**src/rtl/gsel_pkg.sv**
```systemverilog
package gsel_pkg;

    localparam int GAIN_W_DEF  = 6;
    localparam int SPI_PIN_N   = 3;
    localparam int UPDN_PIN_N  = 4;
    localparam int MODE_W      = 2;

    typedef enum logic [1:0] {
        SRC_PAR  = 2'd0,
        SRC_SPI  = 2'd1,
        SRC_UPDN = 2'd2
    } src_e;

    function automatic src_e decode_mode(input logic [MODE_W-1:0] m);
        case (m)
            2'b00:   return SRC_PAR;
            2'b01:   return SRC_SPI;
            default: return SRC_UPDN;
        endcase
    endfunction

    typedef struct packed {
        logic lowpwr;
        logic pwrup;
    } pwr_t;

endpackage

```
**src/rtl/gsel_sync.sv**
```systemverilog
module gsel_sync #(
    parameter int W      = 1,
    parameter int STAGES = 2
) (
    input  logic         clk,
    input  logic         rst,
    input  logic [W-1:0] d,
    output logic [W-1:0] q
);
    logic [W-1:0] stg [STAGES];

    always_ff @(posedge clk) begin
        if (rst) begin
            for (int i = 0; i < STAGES; i++) stg[i] <= '0;
        end else begin
            stg[0] <= d;
            for (int i = 1; i < STAGES; i++) stg[i] <= stg[i-1];
        end
    end

    assign q = stg[STAGES-1];
endmodule

```
**src/rtl/gsel_pin_route.sv**
```systemverilog
module gsel_pin_route
    import gsel_pkg::*;
#(
    parameter int GAIN_W = GAIN_W_DEF,
    localparam int PIN_W = GAIN_W + 1
) (
    input  src_e                  src,
    input  logic [PIN_W-1:0]      pins,
    output logic [GAIN_W-1:0]     par_bus,
    output logic                  par_latch,
    output logic [SPI_PIN_N-1:0]  spi_pins,
    output logic [UPDN_PIN_N-1:0] updn_pins
);
    // The parallel front end always sees the bus; its updates are gated later.
    assign par_bus   = pins[GAIN_W-1:0];
    assign par_latch = pins[GAIN_W];

    always_comb begin
        spi_pins  = '0;
        updn_pins = '0;
        case (src)
            SRC_SPI:  spi_pins  = pins[SPI_PIN_N-1:0];
            SRC_UPDN: updn_pins = pins[UPDN_PIN_N-1:0];
            default: ;
        endcase
    end
endmodule

```
**src/rtl/gsel_par_latch.sv**
```systemverilog
module gsel_par_latch #(
    parameter int W = 6
) (
    input  logic         clk,
    input  logic         rst,
    input  logic [W-1:0] bus,
    input  logic         latch,
    output logic [W-1:0] code,
    output logic         upd
);
    logic latch_q;
    logic load;

    // Transparent while low; the rising-edge cycle still loads, then it holds.
    assign load = !latch || !latch_q;

    always_ff @(posedge clk) begin
        if (rst) begin
            latch_q <= 1'b0;
            upd     <= 1'b0;
            code    <= '0;
        end else begin
            latch_q <= latch;
            upd     <= load;
            if (load) code <= bus;
        end
    end
endmodule

```
**src/rtl/gsel_gain_reg.sv**
```systemverilog
module gsel_gain_reg
    import gsel_pkg::*;
#(
    parameter int GAIN_W = GAIN_W_DEF
) (
    input  logic              clk,
    input  logic              rst,
    input  src_e              src,
    input  logic              pwrup,
    input  logic [GAIN_W-1:0] par_code,
    input  logic              par_upd,
    input  logic [GAIN_W-1:0] spi_code,
    input  logic              spi_upd,
    input  logic [GAIN_W-1:0] updn_code,
    input  logic              updn_upd,
    output logic [GAIN_W-1:0] gain
);
    localparam logic [GAIN_W-1:0] MIN_GAIN = '1;

    logic [GAIN_W-1:0] code_q;
    logic [GAIN_W-1:0] code_nxt;

    always_comb begin
        code_nxt = code_q;
        case (src)
            SRC_PAR:  if (par_upd)  code_nxt = par_code;
            SRC_SPI:  if (spi_upd)  code_nxt = spi_code;
            default:  if (updn_upd) code_nxt = updn_code;
        endcase
    end

    always_ff @(posedge clk) begin
        if (rst) begin
            code_q <= MIN_GAIN;
            gain   <= MIN_GAIN;
        end else begin
            code_q <= code_nxt;
            gain   <= pwrup ? code_nxt : MIN_GAIN;
        end
    end
endmodule

```
**src/rtl/gain_iface_sel.sv**
```systemverilog
module gain_iface_sel
    import gsel_pkg::*;
#(
    parameter int GAIN_W      = GAIN_W_DEF,
    parameter int SYNC_STAGES = 2,
    localparam int PIN_W      = GAIN_W + 1,
    localparam int SYNC_W     = MODE_W + PIN_W + $bits(pwr_t)
) (
    input  logic                  clk,
    input  logic                  rst,
    input  logic [MODE_W-1:0]     mode_pins,
    input  logic [PIN_W-1:0]      shared_pins,
    input  logic                  pm_pin,
    input  logic                  pwup_pin,
    input  logic [GAIN_W-1:0]     spi_gain,
    input  logic                  spi_load,
    input  logic [GAIN_W-1:0]     updn_gain,
    input  logic                  updn_load,
    output logic [GAIN_W-1:0]     gain_o,
    output logic [SPI_PIN_N-1:0]  spi_pins_o,
    output logic [UPDN_PIN_N-1:0] updn_pins_o,
    output logic                  lowpwr_o,
    output logic                  pwrup_o
);
    logic [SYNC_W-1:0] sync_d, sync_q;
    logic [MODE_W-1:0] mode_s;
    logic [PIN_W-1:0]  pins_s;
    pwr_t              pwr_s;
    src_e              src_s;

    logic [GAIN_W-1:0] par_bus;
    logic              par_latch;
    logic [GAIN_W-1:0] par_code;
    logic              par_upd;

    assign sync_d = {mode_pins, shared_pins, pm_pin, pwup_pin};

    gsel_sync #(.W(SYNC_W), .STAGES(SYNC_STAGES)) u_sync (
        .clk (clk),
        .rst (rst),
        .d   (sync_d),
        .q   (sync_q)
    );

    assign {mode_s, pins_s, pwr_s} = sync_q;
    assign src_s = decode_mode(mode_s);

    gsel_pin_route #(.GAIN_W(GAIN_W)) u_route (
        .src       (src_s),
        .pins      (pins_s),
        .par_bus   (par_bus),
        .par_latch (par_latch),
        .spi_pins  (spi_pins_o),
        .updn_pins (updn_pins_o)
    );

    gsel_par_latch #(.W(GAIN_W)) u_par (
        .clk   (clk),
        .rst   (rst),
        .bus   (par_bus),
        .latch (par_latch),
        .code  (par_code),
        .upd   (par_upd)
    );

    gsel_gain_reg #(.GAIN_W(GAIN_W)) u_gain (
        .clk       (clk),
        .rst       (rst),
        .src       (src_s),
        .pwrup     (pwr_s.pwrup),
        .par_code  (par_code),
        .par_upd   (par_upd),
        .spi_code  (spi_gain),
        .spi_upd   (spi_load),
        .updn_code (updn_gain),
        .updn_upd  (updn_load),
        .gain      (gain_o)
    );

    assign lowpwr_o = pwr_s.lowpwr;
    assign pwrup_o  = pwr_s.pwrup;
endmodule

```
**config.mk**
```make
export PLATFORM = sky130hd
export DESIGN_NAME = gain_iface_sel
export DESIGN_NICKNAME = d
export VERILOG_FILES = /design/src/rtl/gsel_pkg.sv /design/src/rtl/gsel_sync.sv /design/src/rtl/gsel_pin_route.sv /design/src/rtl/gsel_par_latch.sv /design/src/rtl/gsel_gain_reg.sv /design/src/rtl/gain_iface_sel.sv
export SDC_FILE = /design/constraint.sdc
export NUM_CORES = 1
export LEC_CHECK = 0
export BUFFER_PORTS_ARGS = -buffer_cell sky130_fd_sc_hd__buf_4
export CAP_MARGIN = 10
export CORE_MARGIN = 2
export CORE_UTILIZATION = 40
export CTS_BUF_LIST = sky130_fd_sc_hd__clkbuf_8
export DETAILED_ROUTE_END_ITERATION = 16
export PLACE_DENSITY = 0.69
export RECOVER_POWER = 100
export SLEW_MARGIN = 10
export SYNTH_ARGS = -nofsm -noshare
export SYNTH_HDL_FRONTEND = slang
export SYNTH_SLANG_ARGS = --single-unit
```
**constraint.sdc**
```tcl
create_clock -name clk -period 3.51 [get_ports clk]
set_clock_uncertainty 0.05 [all_clocks]
set_input_delay 0.351 -clock clk [delete_from_list [all_inputs] [get_ports clk]]
set_output_delay 0.351 -clock clk [all_outputs]
set_load 0.1 [all_outputs]
```
==> flow_metrics.env, run 1 <==
export IMPL_hold_violations=0
export IMPL_fillers=373
export IMPL_routed_wl_um=2800
export IMPL_antenna_found_initial=0
export IMPL_path_class="reg2out"
export IMPL_status="finished, final reports clean"
export IMPL_postCtsResizedCells=0
export IMPL_dp_cells=229
export IMPL_cap_violations=0
export IMPL_grt_busiest_layer="met2"
export IMPL_nets=215
export IMPL_r2r_start="u_par.upd$_SDFF_PP0_"
export IMPL_grt_ovfl_total=0
export IMPL_vias=1116
export IMPL_min_to="u_sync.stg[0][0]$_SDFF_PP0_"
export IMPL_rsz0062_at_grt="no"
export IMPL_cp_max_fo=13
export IMPL_min_period_over_period=0.711
export IMPL_maxSlewViolCount=0
export IMPL_clockBufferDepth=2
export IMPL_synth_most_common_cell="dfxtp_1"
export IMPL_htreeDepth=2
export IMPL_vias_per_cell=4.71
export IMPL_grtUsageTotal=0.145
export IMPL_dpl_hpwl_um=2050
export IMPL_yosysUniqueCellTypes=18
export IMPL_synth_seq_area_share=0.537
export IMPL_r2r_cells=3
export IMPL_fp_coreArea_sq_um=3720
export IMPL_n_antenna_cell=0
export IMPL_vdd_drop_max_mv=0.267
export IMPL_synthToLayoutAreaGrowth_pct=22.0
export IMPL_synthesis_area_sq_um=1570
export IMPL_critPathLaunchType="register"
export IMPL_start_util=0.422
export IMPL_setup_viol=0
export IMPL_synthTopCellsByCount="42 x dfxtp_1, 25 x nor2b_1, 17 x nand2_1"
export IMPL_fin_ws_ns=1.01
export IMPL_pre_cts_slack_ns=1.91
export IMPL_ys_async_sr_fraction=0
export IMPL_firstDrtPassIters=4
export IMPL_timing_setup_tns_ns=0
export IMPL_synth_ff_latch_count=42
export IMPL_cts_tree="done"
export IMPL_worstMarginPinSlew_ns=1.37
export IMPL_drive_gt1_frac=0.243
export IMPL_fin_util=0.514
export IMPL_clockRootBuffer="clkbuf_8"
export IMPL_end_kind="output pin"
export IMPL_use_met3=0.0524
export IMPL_instances_no_fill=237
export IMPL_netlist_instances=150
export IMPL_relSlewSlack=0.0851
export IMPL_first_iter_violations=45
export IMPL_syn_avg_cell_area_sq_um=10.4
export IMPL_cellPowerDensity_nw_per_um2=488
export IMPL_synth_area_leaders="dfxtp_1 54%, nor2b_1 10%, mux2_2 8.6%"
export IMPL_die_width_um=66.6
export IMPL_synth_edf_count=0
export IMPL_p_leak_nw=0.771
export IMPL_synth_net_count=177
export IMPL_synth_warnings=0
export IMPL_cp_required_ns=3.11
export IMPL_period_needed_ns=2.50
export IMPL_die_area_sq_um=4430
export IMPL_hold_buffers=0
export IMPL_timing_fmax_mhz=401
export IMPL_crit_start="u_sync.stg[0][21]$_SDFF_PP0_"
export IMPL_hold_class="in2reg"
export IMPL_numCtsBuffers=5
export IMPL_synth_flop_cell="dfxtp_1"
export IMPL_synth_top_cell_area_share=0.537
export IMPL_clk_transition_reported_paths_ns=0.07
export IMPL_drtAntennaViolNets=0
export IMPL_grt_pass1_vias=1105
export IMPL_yosys_area_top_type="dfxtp_1"
export IMPL_grt_max_degree=38
export IMPL_place_congestion=0.807
export IMPL_ios=42
export IMPL_drc_errors=0
export IMPL_post_cts_setup_buffers=0
export IMPL_hold_depth=2
export IMPL_worstPathArrival_ns=2.10
export IMPL_grt_util_met2=0.234
export IMPL_cts_sinks=42
export IMPL_portBuffers=41
export IMPL_grt_pass1_wl_um=4740
export IMPL_use_met1=0.165
export IMPL_rrSetupSlack_ns=2.07
export IMPL_rr_endpoint="u_gain.gain[5]$_SDFF_PP1_"
export IMPL_wl_per_cell_um=11.8
export IMPL_clk_latency_ns=0.29
export IMPL_min_delay_start="pwup_pin"
export IMPL_rows=22
export IMPL_die_y_um=66.6
[critical path, cell delays in order, from the launching register on]
cell	delay, ns
dfxtp_1	0.43
nor2b_1	0.32
and2_1	0.19
clkbuf_1	0.86
[layout by cell type (no fill, tap or decap)]
master and n:
nor2b_1 25, mux2i_1 4, nand2_1 17, mux2_2 12, and2_1 7, nand3_1 6
clkinv_2 1, a222oi_1 2, a21oi_1 7, clkbuf_8 6, nand4b_1 4, mux2_4 2
nor2_1 5, nand2b_1 3, nand4bb_1 4, buf_4 25, dfxtp_1 42, inv_1 1
clkbuf_1 16
[where the power goes]
| part | leakage [nW] | internal [mW] | switching, mW |
|---|---|---|---|
| logic | 0.372 | 0.0535 | 0.0570 |
| registers | 0.347 | 0.500 | 0.0136 |
| clock network | 0.0524 | 0.156 | 0.154 |
| total | 0.771 | 0.709 | 0.224 |
[kinds of logic (layout without fill, tap and decap cells)]
kind of cell	count (synthesis)	count (layout)	share of synthesized area
AOI/OAI and AO/OA	9	9	0.0351
buffers and inverters	10	49	0.0343
muxes	18	18	0.131
DFF	42	42	0.537
and+or+nand+nor	71	71	0.263
[registers in the layout, indices dropped and copies added, names as in the netlist]
register / cells
u_sync.stg: 22
u_par.upd: 1
u_gain.code_q: 6
u_gain.gain: 6
u_par.latch_q: 1
u_par.code: 6
[worst max-delay path by stage]
stage                                end  slack (ns)  cells after the start
final                      spi_pins_o[1]        1.01                      3
after detailed placement   spi_pins_o[1]        1.91                      3
after global routing       spi_pins_o[0]        0.92                      3
after floorplan           updn_pins_o[0]        1.75                      2
after CTS                  spi_pins_o[1]        1.58                      3
after global placement     spi_pins_o[1]        1.97                      3
[layout make-up]
type                       instances  area, sq um  area share
clock buffer                       6         82.6      0.0432
clock inverter                     2         8.76     0.00458
multi-input combinational         98          672       0.351
sequential                        42          841       0.440
tap                               48         60.1      0.0314
timing repair buffer              41          248       0.130
[metal layers]
layer | up-vias | wire length (um)
li1 | 576 | -
met1 | 495 | 1200
met2 | 38 | 1340
met3 | 7 | 205
met4 | 0 | 45
met5 | - | 0
[metrics by stage]
stage	hold slack [ns]	power [mW]	instance area, sq um
after floorplan	0.364	0.604	1570
after global placement	0.371	0.636	1880
after detailed placement	0.370	0.639	1880
after CTS	0.208	0.949	1970
after global routing	0.200	0.981	1910
final	0.214	0.933	1910
No activity file was read; power rests on OpenSTA's default activity.
==> run 2: changes to the inputs <==
- PLACE_DENSITY: 0.69 -> 0.72
- clock period: 3.51 -> 2.1 ns (I/O delays scaled with it)
==> flow_metrics.env, run 2 (synthesis results as in run 1) <==
export IMPL_wl_per_cell_um=12.0
export IMPL_cp_cell_sequence="and2_1 -> clkbuf_2"
export IMPL_vias_per_cell=4.78
export IMPL_final_cell_mix="42 x dfxtp_1, 28 x buf_4, 25 x nor2b_1, 17 x nand2_1, 12 x mux2_2"
export IMPL_path_class="reg2out"
export IMPL_rows=22
export IMPL_first_iter_violations=60
export IMPL_clk_transition_reported_paths_ns=0.07
export IMPL_cellPowerDensity_nw_per_um2=784
export IMPL_drive_gt1_frac=0.271
export IMPL_clockBufferDepth=2
export IMPL_cp_max_fo=13
export IMPL_status="finished, final reports clean"
export IMPL_drc_errors=0
export IMPL_largest_register="u_sync.stg"
export IMPL_htreeDepth=2
export IMPL_nets=215
export IMPL_cpMaxStageDelayCell="dfxtp_1"
export IMPL_cts_tree="done"
export IMPL_n_antenna_cell=0
export IMPL_worstMarginPinSlew_ns=1.43
export IMPL_worstPathArrival_ns=1.55
export IMPL_slowest_delay_ns=0.59
export IMPL_vdd_drop_max_mv=0.363
export IMPL_r2r_cells=3
export IMPL_start_util=0.422
export IMPL_timing_fmax_mhz=552
export IMPL_hold_buffers=0
export IMPL_end_kind="output pin"
export IMPL_clockRootBuffer="clkbuf_8"
export IMPL_routed_wl_um=2820
export IMPL_synthToLayoutAreaGrowth_pct=22.1
export IMPL_drtAntennaViolNets=0
export IMPL_cap_violations=0
export IMPL_period_needed_ns=1.81
export IMPL_die_area_sq_um=4430
export IMPL_rsz0062_at_grt="no"
export IMPL_hold_slack_ns=0.0833
export IMPL_dpl_hpwl_um=2040
export IMPL_maxSlewViolCount=0
export IMPL_postCtsResizedCells=0
export IMPL_p_leak_nw=0.792
export IMPL_hold_violations=0
export IMPL_fillers=365
export IMPL_post_cts_setup_buffers=0
export IMPL_largest_reg_flops=22
export IMPL_crit_family="flip-flops"
export IMPL_crit_cells=2
export IMPL_grt_pass1_vias=1062
export IMPL_grt_ovfl_total=0
export IMPL_vias=1129
export IMPL_firstDrtPassIters=5
export IMPL_clk_latency_ns=0.28
export IMPL_setup_viol=0
export IMPL_fp_coreArea_sq_um=3720
export IMPL_cp_required_ns=1.84
export IMPL_place_congestion=0.806
export IMPL_grt_max_degree=38
export IMPL_antenna_found_initial=0
export IMPL_relSlewSlack=0.0463
export IMPL_min_period_over_period=0.862
export IMPL_portBuffers=41
export IMPL_hold_depth=2
export IMPL_layout_commonest_cell="dfxtp_1"
export IMPL_numCtsBuffers=5
export IMPL_fin_util=0.515
export IMPL_cts_sinks=42
export IMPL_grtUsageTotal=0.140
export IMPL_die_y_um=66.6
export IMPL_ios=42
export IMPL_critPathLaunchType="register"
export IMPL_hold_class="in2reg"
export IMPL_grt_pass1_wl_um=4600
export IMPL_timing_setup_tns_ns=0
export IMPL_die_width_um=66.6
export IMPL_critPathBufInv=1
==> run 2: per-stage QoR <==
step / setup WS [ns] / power (mW) / cells / area [sq um]
6_report: 0.289 / 1.50 / 236 / 1910
5_1_grt: 0.231 / 1.57 / 236 / 1910
4_1_cts: 0.304 / 1.52 / 236 / 1960
3_5_place_dp: 0.623 / 1.07 / 229 / 1880
3_3_place_gp: 0.699 / 1.06 / 229 / 1880
2_1_floorplan: 0.478 / 1.01 / 150 / 1570
==> run 2: worst register-to-register path, stage by stage, from the launching register on <==
cell	delay, ns
dfxtp_1	0.59
nor2_1	0.20
a222oi_1	0.42
nand2_1	0.09
==> run 2: worst paths after layout <==
kind                           startpoint                      endpoint  slack (ns)
max reg2reg  u_sync.stg[0][21]$_SDFF_PP0_     u_gain.gain[5]$_SDFF_PP1_        0.63
max          u_sync.stg[0][21]$_SDFF_PP0_                updn_pins_o[3]        0.29
min                                pm_pin   u_sync.stg[0][1]$_SDFF_PP0_        0.08
min reg2reg   u_sync.stg[0][4]$_SDFF_PP0_  u_sync.stg[0][15]$_SDFF_PP0_        0.38
==> run 2: power breakdown <==
group          total [mW]  internal, mW  switching (mW)
Sequential          0.859         0.836          0.0237
Combinational       0.185        0.0900          0.0954
Clock               0.455         0.219           0.236
Total                1.50          1.14           0.355
==> run 2: layer usage <==
layer	wire length, um	GRT usage	vias up
met5	0	0	-
met4	46	0.0536	0
met3	210	0.0557	5
met2	1360	0.240	42
met1	1210	0.154	510
li1	-	-	572
==> run 2: layout make-up <==
type,count,area [sq um],area share
Clock buffer,5,68.8,0.0360
Clock inverter,2,7.51,0.00392
Multi-Input combinational cell,98,672,0.351
Sequential cell,42,841,0.440
Tap cell,48,60.1,0.0314
Timing Repair Buffer,41,264,0.138
==> run 3: changes to the inputs <==
- CORE_UTILIZATION: 40 -> 48
- PLACE_DENSITY: 0.72 -> 0.83
- SLEW_MARGIN: 10 -> 20
- clock period: 2.1 -> 1.65 ns (I/O delays scaled with it)
==> flow_metrics.env, run 3 (synthesis results as in run 1) <==
export IMPL_drc_errors=0
export IMPL_die_y_um=61.1
export IMPL_timing_setup_tns_ns=0
export IMPL_p_leak_nw=0.829
export IMPL_die_area_sq_um=3740
export IMPL_postCtsResizedCells=1
export IMPL_synthToLayoutAreaGrowth_pct=25.9
export IMPL_vias_per_cell=4.88
export IMPL_final_area_sq_um=1970
export IMPL_cp_cell_sequence="nor2b_4 -> and2_1 -> buf_4"
export IMPL_largest_reg_flops=22
export IMPL_seqCellArea_sq_um=842
export IMPL_p_int_mw=1.63
export IMPL_grt_ovfl_total=0
export IMPL_cap_violations=0
export IMPL_antenna_found_initial=0
export IMPL_layout_commonest_cell="dfxtp_1"
export IMPL_ios=42
export IMPL_fp_coreArea_sq_um=3080
export IMPL_die_width_um=61.1
export IMPL_htreeDepth=2
export IMPL_clk_transition_reported_paths_ns=0.07
export IMPL_r2r_cells=3
export IMPL_largest_register="u_sync.stg"
export IMPL_relSlewSlack=0.552
export IMPL_multi_input_area_sq_um=679
export IMPL_fillers=273
export IMPL_drtAntennaViolNets=0
export IMPL_finalPower_mw=2.11
export IMPL_grtUsageTotal=0.174
export IMPL_place_area_sq_um=1880
export IMPL_hold_slack_ns=0.0272
export IMPL_end_kind="output pin"
export IMPL_grt_max_degree=38
export IMPL_final_cell_mix="41 x dfxtp_1, 28 x buf_4, 24 x nor2b_1, 17 x nand2_1, 12 x mux2_2"
export IMPL_wl_per_cell_um=12.5
export IMPL_nets=215
export IMPL_p_seq_frac=0.518
export IMPL_grt_pass1_wl_um=4560
export IMPL_clockBufferDepth=2
export IMPL_cp_max_fo=5
export IMPL_rows=20
export IMPL_clkPwrFrac=0.368
export IMPL_cellPowerDensity_nw_per_um2=1070
export IMPL_firstDrtPassIters=5
export IMPL_critPathLaunchType="register"
export IMPL_worstPathArrival_ns=1.30
export IMPL_clk_latency_ns=0.29
export IMPL_dp_cells=225
export IMPL_first_iter_violations=19
export IMPL_drive_gt1_frac=0.339
export IMPL_cts_sinks=42
export IMPL_post_cts_setup_buffers=0
export IMPL_rsz0062_at_grt="no"
export IMPL_vdd_drop_max_mv=0.748
export IMPL_place_congestion=0.784
export IMPL_numCtsBuffers=5
export IMPL_period_needed_ns=1.52
export IMPL_path_class="reg2out"
export IMPL_vias=1137
export IMPL_cts_tree="done"
export IMPL_portBuffers=41
export IMPL_cpMaxStageDelayCell="dfxtp_1"
export IMPL_min_period_over_period=0.920
export IMPL_hold_buffers=0
export IMPL_instances_no_fill=233
export IMPL_routed_wl_um=2920
export IMPL_setup_viol=0
export IMPL_start_util=0.509
export IMPL_grt_pass1_vias=1086
export IMPL_worstMarginPinSlew_ns=0.672
export IMPL_status="finished, final reports clean"
export IMPL_maxSlewViolCount=0
export IMPL_slowest_delay_ns=0.37
export IMPL_n_antenna_cell=0
export IMPL_p_sw_frac=0.231
export IMPL_dpl_hpwl_um=2130
export IMPL_pwr_share_comb=0.114
export IMPL_hold_class="in2reg"
export IMPL_clockRootBuffer="clkbuf_8"
export IMPL_cp_required_ns=1.43
export IMPL_timing_fmax_mhz=658
export IMPL_hold_violations=0
export IMPL_hold_depth=2
export IMPL_switchingPower_uw=488
run 3: changes by cell type in the layout (fill, tap and decap cells not counted), sizes merged:
cell	delta
clkinvlp	+1
bufinv	+1
inv	-1
run 3: area by class of cell:
class / instances / area share
clock buffers: 5 / 0.0349
clock inverters: 3 / 0.0209
multi-input cells: 98 / 0.345
flip-flops and latches: 42 / 0.427
well taps: 44 / 0.0279
repair buffers: 41 / 0.145
run 3: final timing paths:
path | end | slack, ns | from
worst max-delay path | spi_pins_o[0] | 0.13 | u_sync.stg[0][20]$_SDFF_PP0_
worst min-delay path | u_sync.stg[0][3]$_SDFF_PP0_ | 0.03 | shared_pins[1]
worst max register to register | u_gain.gain[5]$_SDFF_PP1_ | 0.20 | u_par.upd$_SDFF_PP0_
worst min register to register | u_sync.stg[0][20]$_SDFF_PP0_ | 0.39 | u_sync.stg[0][9]$_SDFF_PP0_
run 3: stage by stage:
stage                     worst slack (ns)   util
after floorplan                     0.0622      -
after detailed placement             0.216  0.609
after global placement               0.286  0.609
after global routing                0.0583  0.641
after CTS                           0.0110  0.646
final                                0.131  0.641
run 3: critical path, delay by kind of cell, from the launching register on:
family,cells,cell delay [ns]
simple gates,2,0.35
flops,1,0.37
buf+inv,1,0.28
run 3: routing by layer:
| layer | GRT usage | wire length (um) |
|---|---|---|
| met1 | 0.171 | 1180 |
| met2 | 0.313 | 1510 |
| met3 | 0.0588 | 172 |
| met4 | 0.102 | 62 |
| met5 | 0 | 0 |
run 3: power by group through the flow:
stage	Clock [mW]	Sequential (mW)	Combinational, mW
2_1_floorplan	0	1.14	0.143
5_1_grt	0.837	1.10	0.261
3_3_place_gp	0	1.11	0.238
3_5_place_dp	0	1.12	0.245
4_1_cts	0.795	1.09	0.247
6_report	0.778	1.09	0.241
